File: config.mk
export PLATFORM = sky130hd
export DESIGN_NAME = aux_i2c_sequencer
export DESIGN_NICKNAME = d
export VERILOG_FILES = /design/src/rtl/aux_i2c_pkg.sv /design/src/rtl/aux_i2c_bus_tracker.sv /design/src/rtl/aux_i2c_wr_status.sv /design/src/rtl/aux_i2c_seq_fsm.sv /design/src/rtl/aux_i2c_sequencer.sv
export SDC_FILE = /design/constraint.sdc
export NUM_CORES = 1
export LEC_CHECK = 0
export ABC_AREA = 1
export BUFFER_PORTS_ARGS = -buffer_cell sky130_fd_sc_hd__buf_2
export CORE_MARGIN = 2
export CORE_UTILIZATION = 55
export CTS_BUF_LIST = sky130_fd_sc_hd__clkbuf_8
export CTS_CLUSTER_DIAMETER = 50
export DETAILED_ROUTE_END_ITERATION = 10
export PLACE_DENSITY = 0.82
export SLEW_MARGIN = 20
export SYNTH_ARGS = -nofsm -noshare
export SYNTH_HDL_FRONTEND = slang
export SYNTH_HIERARCHICAL = 1
export SYNTH_SLANG_ARGS = --single-unit
File: constraint.sdc
create_clock -name clk -period 2.1 [get_ports clk]
set_clock_uncertainty 0.2 [all_clocks]
set_input_delay 0.105 -clock clk [delete_from_list [all_inputs] [get_ports clk]]
set_output_delay 0.105 -clock clk [all_outputs]
set_load 0.01 [all_outputs]
File: src/rtl/aux_i2c_pkg.sv
package aux_i2c_pkg;

    typedef enum logic [1:0] {
        CMD_WRITE = 2'd0,
        CMD_READ  = 2'd1,
        CMD_WSTAT = 2'd2
    } cmd_e;

    typedef enum logic [2:0] {
        OP_START  = 3'd0,
        OP_RSTART = 3'd1,
        OP_WRITE  = 3'd2,
        OP_READ   = 3'd3,
        OP_STOP   = 3'd4
    } op_e;

    typedef enum logic [1:0] {
        BUS_IDLE    = 2'd0,
        BUS_WR_OPEN = 2'd1,
        BUS_RD_OPEN = 2'd2
    } bus_e;

    typedef enum logic [2:0] {
        S_IDLE  = 3'd0,
        S_START = 3'd1,
        S_ADDR  = 3'd2,
        S_DATA  = 3'd3,
        S_STOP  = 3'd4,
        S_RESP  = 3'd5
    } seq_e;

    localparam logic [1:0] RSP_ACK  = 2'd0;
    localparam logic [1:0] RSP_NACK = 2'd1;

endpackage

File: src/rtl/aux_i2c_bus_tracker.sv
module aux_i2c_bus_tracker
    import aux_i2c_pkg::*;
#(
    parameter int ADDR_W = 7
) (
    input  logic              clk,
    input  logic              rst_n,
    input  logic              open_en,
    input  logic              open_rd,
    input  logic [ADDR_W-1:0] open_addr,
    input  logic              close_en,
    input  logic              chk_rd,
    input  logic [ADDR_W-1:0] chk_addr,
    output logic              bus_open,
    output logic              path_match
);

    bus_e              bus_q;
    logic [ADDR_W-1:0] addr_q;

    always_ff @(posedge clk) begin
        if (!rst_n) begin
            bus_q  <= BUS_IDLE;
            addr_q <= '0;
        end else if (close_en) begin
            bus_q  <= BUS_IDLE;
        end else if (open_en) begin
            bus_q  <= open_rd ? BUS_RD_OPEN : BUS_WR_OPEN;
            addr_q <= open_addr;
        end
    end

    assign bus_open   = (bus_q != BUS_IDLE);
    assign path_match = (chk_rd ? (bus_q == BUS_RD_OPEN) : (bus_q == BUS_WR_OPEN))
                        && (addr_q == chk_addr);

    // The sequencer never opens and closes the bus in the same cycle.
    assert_single_update_R12: assert property (@(posedge clk) disable iff (!rst_n)
        !(open_en && close_en));

endmodule

File: src/rtl/aux_i2c_wr_status.sv
module aux_i2c_wr_status #(
    parameter int CNT_W = 5
) (
    input  logic             clk,
    input  logic             rst_n,
    input  logic             rec_en,
    input  logic             rec_nack,
    input  logic [CNT_W-1:0] rec_cnt,
    output logic             st_nack,
    output logic [CNT_W-1:0] st_cnt
);

    always_ff @(posedge clk) begin
        if (!rst_n) begin
            st_nack <= 1'b0;
            st_cnt  <= '0;
        end else if (rec_en) begin
            st_nack <= rec_nack;
            st_cnt  <= rec_cnt;
        end
    end

endmodule

File: src/rtl/aux_i2c_seq_fsm.sv
module aux_i2c_seq_fsm
    import aux_i2c_pkg::*;
#(
    parameter int DATA_W = 8,
    parameter int LEN_W  = 4
) (
    input  logic                clk,
    input  logic                rst_n,
    input  logic                req_valid,
    input  logic [1:0]          req_cmd,
    input  logic [DATA_W-2:0]   req_addr,
    input  logic                req_mot,
    input  logic                req_has_len,
    input  logic [LEN_W-1:0]    req_len,
    output logic                busy,
    output logic [LEN_W-1:0]    wr_idx,
    input  logic [DATA_W-1:0]   wr_byte,
    output logic                op_valid,
    output logic [2:0]          op_kind,
    output logic [DATA_W-1:0]   op_wdata,
    output logic                op_mack,
    input  logic                op_done,
    input  logic                op_nack,
    input  logic [DATA_W-1:0]   op_rdata,
    output logic                rd_valid,
    output logic [DATA_W-1:0]   rd_data,
    output logic                rsp_valid,
    output logic [1:0]          rsp_code,
    output logic [LEN_W:0]      rsp_count,
    input  logic                bus_open,
    input  logic                path_match,
    output logic                chk_rd,
    output logic [DATA_W-2:0]   chk_addr,
    output logic                open_en,
    output logic                open_rd,
    output logic [DATA_W-2:0]   open_addr,
    output logic                close_en,
    input  logic                st_nack,
    input  logic [LEN_W:0]      st_cnt,
    output logic                rec_en,
    output logic                rec_nack,
    output logic [LEN_W:0]      rec_cnt
);

    localparam int ADDR_W = DATA_W - 1;
    localparam int CNT_W  = LEN_W + 1;
    localparam logic [CNT_W-1:0] ONE_C = CNT_W'(1);
    localparam logic [LEN_W-1:0] ONE_I = LEN_W'(1);

    seq_e              state, state_n;
    logic              q_rd, q_mot, q_hl, use_rs;
    logic [ADDR_W-1:0] q_addr;
    logic [LEN_W-1:0]  q_len, idx;
    logic [1:0]        code_q;
    logic [CNT_W-1:0]  cnt_q;
    logic              rdv_q;
    logic [DATA_W-1:0] rdd_q;
    logic              accept, last_byte, wr_fail;

    assign accept    = (state == S_IDLE) && req_valid;
    assign last_byte = (idx == q_len);
    assign wr_fail   = !q_rd && op_nack;

    // request lookup into the bus tracker
    assign chk_rd   = (req_cmd == CMD_READ);
    assign chk_addr = req_addr;

    // next-state logic
    always_comb begin
        state_n = state;
        unique case (state)
            S_IDLE: begin
                if (req_valid) begin
                    if (req_cmd[1])
                        state_n = (!req_mot && bus_open) ? S_STOP : S_RESP;
                    else if (!req_has_len && !req_mot)
                        state_n = S_STOP;
                    else if (req_has_len && path_match)
                        state_n = S_DATA;
                    else
                        state_n = S_START;
                end
            end
            S_START: if (op_done) state_n = S_ADDR;
            S_ADDR: begin
                if (op_done) begin
                    if (op_nack)   state_n = S_STOP;
                    else if (q_hl) state_n = S_DATA;
                    else           state_n = S_RESP;
                end
            end
            S_DATA: begin
                if (op_done && (wr_fail || last_byte))
                    state_n = q_mot ? S_RESP : S_STOP;
            end
            S_STOP: if (op_done) state_n = S_RESP;
            S_RESP: state_n = S_IDLE;
            default: state_n = S_IDLE;
        endcase
    end

    // state register and request context
    always_ff @(posedge clk) begin
        if (!rst_n) begin
            state  <= S_IDLE;
            q_rd   <= 1'b0;
            q_mot  <= 1'b0;
            q_hl   <= 1'b0;
            use_rs <= 1'b0;
            q_addr <= '0;
            q_len  <= '0;
            idx    <= '0;
            code_q <= RSP_ACK;
            cnt_q  <= '0;
            rdv_q  <= 1'b0;
            rdd_q  <= '0;
        end else begin
            state <= state_n;
            rdv_q <= 1'b0;
            if (accept) begin
                q_rd   <= (req_cmd == CMD_READ);
                q_mot  <= req_mot;
                q_hl   <= req_has_len;
                q_addr <= req_addr;
                q_len  <= req_len;
                use_rs <= bus_open;
                idx    <= '0;
                if (req_cmd[1]) begin
                    code_q <= st_nack ? RSP_NACK : RSP_ACK;
                    cnt_q  <= st_cnt;
                end else begin
                    code_q <= RSP_ACK;
                    cnt_q  <= '0;
                end
            end
            if (state == S_ADDR && op_done && op_nack)
                code_q <= RSP_NACK;
            if (state == S_DATA && op_done) begin
                if (q_rd) begin
                    rdv_q <= 1'b1;
                    rdd_q <= op_rdata;
                end
                if (wr_fail) begin
                    code_q <= RSP_NACK;
                    cnt_q  <= {1'b0, idx};
                end else if (last_byte) begin
                    cnt_q  <= {1'b0, q_len} + ONE_C;
                end else begin
                    idx    <= idx + ONE_I;
                end
            end
        end
    end

    // outputs
    always_comb begin
        busy      = (state != S_IDLE);
        op_valid  = 1'b0;
        op_kind   = OP_STOP;
        op_wdata  = '0;
        op_mack   = 1'b1;
        rsp_valid = (state == S_RESP);
        unique case (state)
            S_START: begin
                op_valid = 1'b1;
                op_kind  = use_rs ? OP_RSTART : OP_START;
            end
            S_ADDR: begin
                op_valid = 1'b1;
                op_kind  = OP_WRITE;
                op_wdata = {q_addr, q_rd};
            end
            S_DATA: begin
                op_valid = 1'b1;
                op_kind  = q_rd ? OP_READ : OP_WRITE;
                op_wdata = q_rd ? '0 : wr_byte;
                op_mack  = !(q_rd && last_byte && !q_mot);
            end
            S_STOP: begin
                op_valid = 1'b1;
                op_kind  = OP_STOP;
            end
            default: ;
        endcase
    end

    assign wr_idx    = idx;
    assign rd_valid  = rdv_q;
    assign rd_data   = rdd_q;
    assign rsp_code  = code_q;
    assign rsp_count = cnt_q;

    // tracker and status updates
    assign open_en   = (state == S_ADDR) && op_done && !op_nack;
    assign open_rd   = q_rd;
    assign open_addr = q_addr;
    assign close_en  = (state == S_STOP) && op_done;
    assign rec_en    = (state == S_DATA) && op_done && !q_rd && (op_nack || last_byte);
    assign rec_nack  = op_nack;
    assign rec_cnt   = op_nack ? {1'b0, idx} : ({1'b0, q_len} + ONE_C);

    assert_idle_quiet_R1: assert property (@(posedge clk) disable iff (!rst_n)
        !busy |-> !op_valid && !rsp_valid);

    assert_op_held_R13: assert property (@(posedge clk) disable iff (!rst_n)
        op_valid && !op_done |=> op_valid && $stable(op_kind) && $stable(op_wdata));

    assert_rsp_pulse_R13: assert property (@(posedge clk) disable iff (!rst_n)
        rsp_valid |=> !rsp_valid);

    assert_done_needs_op_R13: assert property (@(posedge clk) disable iff (!rst_n)
        op_done |-> op_valid);

    assert_rd_follows_read_R7: assert property (@(posedge clk) disable iff (!rst_n)
        rd_valid |-> $past(op_done && op_kind == OP_READ));

    assert_count_range_R4: assert property (@(posedge clk) disable iff (!rst_n)
        rsp_valid |-> rsp_count <= ({1'b0, {LEN_W{1'b1}}} + ONE_C));

endmodule

File: src/rtl/aux_i2c_sequencer.sv
module aux_i2c_sequencer
    import aux_i2c_pkg::*;
#(
    parameter int DATA_W = 8,
    parameter int LEN_W  = 4
) (
    input  logic                clk,
    input  logic                rst_n,
    input  logic                req_valid,
    input  logic [1:0]          req_cmd,
    input  logic [DATA_W-2:0]   req_addr,
    input  logic                req_mot,
    input  logic                req_has_len,
    input  logic [LEN_W-1:0]    req_len,
    output logic                busy,
    output logic [LEN_W-1:0]    wr_idx,
    input  logic [DATA_W-1:0]   wr_byte,
    output logic                op_valid,
    output logic [2:0]          op_kind,
    output logic [DATA_W-1:0]   op_wdata,
    output logic                op_mack,
    input  logic                op_done,
    input  logic                op_nack,
    input  logic [DATA_W-1:0]   op_rdata,
    output logic                rd_valid,
    output logic [DATA_W-1:0]   rd_data,
    output logic                rsp_valid,
    output logic [1:0]          rsp_code,
    output logic [LEN_W:0]      rsp_count
);

    localparam int ADDR_W = DATA_W - 1;
    localparam int CNT_W  = LEN_W + 1;

    logic              bus_open, path_match, chk_rd;
    logic [ADDR_W-1:0] chk_addr, open_addr;
    logic              open_en, open_rd, close_en;
    logic              st_nack, rec_en, rec_nack;
    logic [CNT_W-1:0]  st_cnt, rec_cnt;

    aux_i2c_bus_tracker #(.ADDR_W(ADDR_W)) u_track (
        .clk        (clk),
        .rst_n      (rst_n),
        .open_en    (open_en),
        .open_rd    (open_rd),
        .open_addr  (open_addr),
        .close_en   (close_en),
        .chk_rd     (chk_rd),
        .chk_addr   (chk_addr),
        .bus_open   (bus_open),
        .path_match (path_match)
    );

    aux_i2c_wr_status #(.CNT_W(CNT_W)) u_wst (
        .clk      (clk),
        .rst_n    (rst_n),
        .rec_en   (rec_en),
        .rec_nack (rec_nack),
        .rec_cnt  (rec_cnt),
        .st_nack  (st_nack),
        .st_cnt   (st_cnt)
    );

    aux_i2c_seq_fsm #(.DATA_W(DATA_W), .LEN_W(LEN_W)) u_fsm (
        .clk         (clk),
        .rst_n       (rst_n),
        .req_valid   (req_valid),
        .req_cmd     (req_cmd),
        .req_addr    (req_addr),
        .req_mot     (req_mot),
        .req_has_len (req_has_len),
        .req_len     (req_len),
        .busy        (busy),
        .wr_idx      (wr_idx),
        .wr_byte     (wr_byte),
        .op_valid    (op_valid),
        .op_kind     (op_kind),
        .op_wdata    (op_wdata),
        .op_mack     (op_mack),
        .op_done     (op_done),
        .op_nack     (op_nack),
        .op_rdata    (op_rdata),
        .rd_valid    (rd_valid),
        .rd_data     (rd_data),
        .rsp_valid   (rsp_valid),
        .rsp_code    (rsp_code),
        .rsp_count   (rsp_count),
        .bus_open    (bus_open),
        .path_match  (path_match),
        .chk_rd      (chk_rd),
        .chk_addr    (chk_addr),
        .open_en     (open_en),
        .open_rd     (open_rd),
        .open_addr   (open_addr),
        .close_en    (close_en),
        .st_nack     (st_nack),
        .st_cnt      (st_cnt),
        .rec_en      (rec_en),
        .rec_nack    (rec_nack),
        .rec_cnt     (rec_cnt)
    );

endmodule

==> flow_metrics.tcl <==
set metrics [dict create \
    antenna_cells 0 \
    status "finished, final reports clean" \
    syn-cell-area_um2 2810 \
    clock_path_buffers 2 \
    viasPerCell 5.07 \
    pin_count 71 \
    p_per_area_nw_per_um2 871 \
    ys_warn_count 6 \
    grt_start_max_net_pins 40 \
    cp_data_arrival_time_ns 1.68 \
    wl_met3_um 431 \
    synth-seq-cells 53 \
    synthCells 427 \
    grt_first_pass_wirelength_um 11300 \
    path_class "flop to output port" \
    p_leak_nw 1.66 \
    crit_path_end_kind "output port" \
    met1_length_um 3190 \
    initial_utilization_pct 56.0 \
    power_mw 3.04 \
    die_width_um 75.5 \
    syn-num-nets 465 \
    cap_viol_max_count 0 \
    wire_per_inst_um 12.4 \
    core_area_um2 5010 \
    wl_met2_um 3510 \
    drtAntennaViolNets 0 \
    finalHoldViolCount 0 \
    top_layer_used "met4" \
    num_rows 26 \
    critical_path_required_ns 1.79 \
    clock-sinks 53 \
    start_kind "flop" \
    final_common_cell "nand2_1" \
    final_nets 550 \
    syn_area_per_cell_um2 6.58 \
    grtUsageTotal_pct 25.5 \
    fmax_mhz 504 \
    clkLatencyLatePin_ns 0.31 \
    post-route-cell-area_um2 3490 \
    drive_gt1_share_pct 21.1 \
    period_share_pct 94.4 \
    dr.pass1.iters 5 \
    synthDistinctLibCells 30 \
    area_growth_pct 24.2 \
    critPathLaunch "u_fsm/state[1]$_SDFFE_PN0P_" \
    slew_headroom_pct 60.7 \
    drtIter0Drc 198 \
    path_clk_slew_ns 0.09 \
    worst-path-max-fanout 8 \
    reg2reg_slack_ns 0.16 \
    place.gp.congestion 0.925 \
    crit_end "op_wdata[1]" \
    nFillCells 455 \
    cts_tree "built" \
    holdCritStartpoint "op_nack" \
    portBuffers 70 \
    cts-buffers-inserted 5 \
    hold_path_class "input port to flop" \
    dp_hpwl_um 5020 \
    yosysTopAreaCell "dfxtp_1" \
    cts-root-buf "clkbuf_8" \
    rr_startpoint "u_fsm/state[0]$_SDFFE_PN0P_" \
    worst_hold_slack_ns 0.0168 \
    grt_overflow 0 \
    r2r_end "u_track/addr_q[4]$_SDFFE_PN0P_" \
    grt_pass1_vias 2595 \
    multi_input_area_um2 1360 \
    antenna_found_initial 0 \
    h-tree-depth 2 \
    die_area_um2 5690 \
    seqCellArea_um2 1060 \
    place_area_um2 3150 \
    ys_seq_area_share_pct 37.8 \
    route.detailed.drc 0 \
    drv_slew 0 \
    min_period_ns 1.98 \
    final-setup-viol-count 0 \
    worstRegToRegCells 9 \
    synth_top_area_share_pct 37.8 \
    vias 2953 \
    worst_pin_slew_ns 0.589 \
    dieHeight_um 75.5 \
    routed_wl_um 7220 \
    final_cell_mix "nand2_1 (80), buf_2 (70), inv_1 (60), nor2_1 (59), dfxtp_1 (53)" \
    yosys-top-cells-area "dfxtp_1 (38%), nand2_1 (11%), inv_1 (8.0%), nor2_1 (7.9%), o21ai_0 (7.7%)" \
    max-vdd-ir-drop_v 0.000431 \
]
[layout make-up]
cell class,count,area share [%]
Inverter,67,7.21
Clock inverter,1,0.143
Timing Repair Buffer,99,17.9
Clock buffer,7,2.76
Multi-Input combinational cell,286,39.0
Sequential cell,53,30.4
Tap cell,70,2.51
[how the worst min path moves through the flow]
stage	end	slack (ns)	cells past startpoint
2_1_floorplan	u_track/addr_q[0]$_SDFFE_PN0P_	0.02	2
3_3_place_gp	u_fsm/rd_data[2]$_SDFFE_PN0P_	0.13	3
3_5_place_dp	u_fsm/rd_data[6]$_SDFFE_PN0P_	0.13	3
4_1_cts	u_fsm/rsp_code[0]$_SDFF_PN0_	0.01	3
5_1_grt	u_wst/st_nack$_SDFFE_PN0P_	0.04	5
6_report	u_wst/st_nack$_SDFFE_PN0P_	0.02	5
[per-layer routing]
layer	up-vias	track usage [%]
met5	-	0
met4	0	6.43
met3	8	5.95
met2	105	43.3
met1	1326	32.7
li1	1514	-
[worst max-delay path, cell delays in order (launching register included)]
cell and delay (ns):
dfxtp_1 0.40, inv_1 0.11, nor3_2 0.19, buf_4 0.17, inv_1 0.13, o21ai_1 0.21
buf_2 0.17
[cells by family after synthesis]
group	synth area share, %
simple gates	29.5
buf+inv	13.9
compound gates	16.6
flops	37.8
xor+xnor	1.25
fa+ha+maj	0.891
[sequential cells by signal, indices dropped and copies added, names as in the netlist, 2 cells and up]
register         flops
u_track/bus_q        2
u_wst/st_cnt         5
u_fsm/state          3
u_fsm/open_addr      7
u_track/addr_q       7
u_fsm/rsp_count      5
u_fsm/q_len          4
u_fsm/rd_data        8
u_fsm/rsp_code       2
u_fsm/wr_idx         4
[Yosys cell counts, drive strengths merged]
cell    count
nor3        6
ha          2
nor2       70
a211oi      3
xor2        2
clkbuf      6
nand3      30
buf        15
a41oi       1
nand4       2
xnor2       2
nand2      82
a21oi      31
o31ai       1
or2         3
inv        67
o22ai       1
o211ai      3
o21ai      47
dfxtp      53
[report_power, final]
part	internal, mW	switching (mW)
Clock	0.299	0.335
Sequential	1.17	0.133
Combinational	0.394	0.703
[metrics by stage]
stage / util (%) / worst slack [ns] / cells / setup TNS, ns
finish: 69.6 / 0.117 / 583 / 0
global route: 69.6 / -0.00613 / 583 / -0.00613
CTS: 69.5 / 0.0587 / 583 / 0
detailed placement: 62.9 / 0.210 / 552 / 0
global placement: 62.9 / 0.268 / 552 / 0
floorplan: - / 0.308 / 427 / 0
[repair_timing]
item                                   CTS  global route
endpoints found under the hold margin   29             0
setup buffers                            0             0
setup endpoints to repair                0             9
hold buffers                            23             0
resized for setup                        0             2
Note: power is estimated with default switching activity, not from simulation.
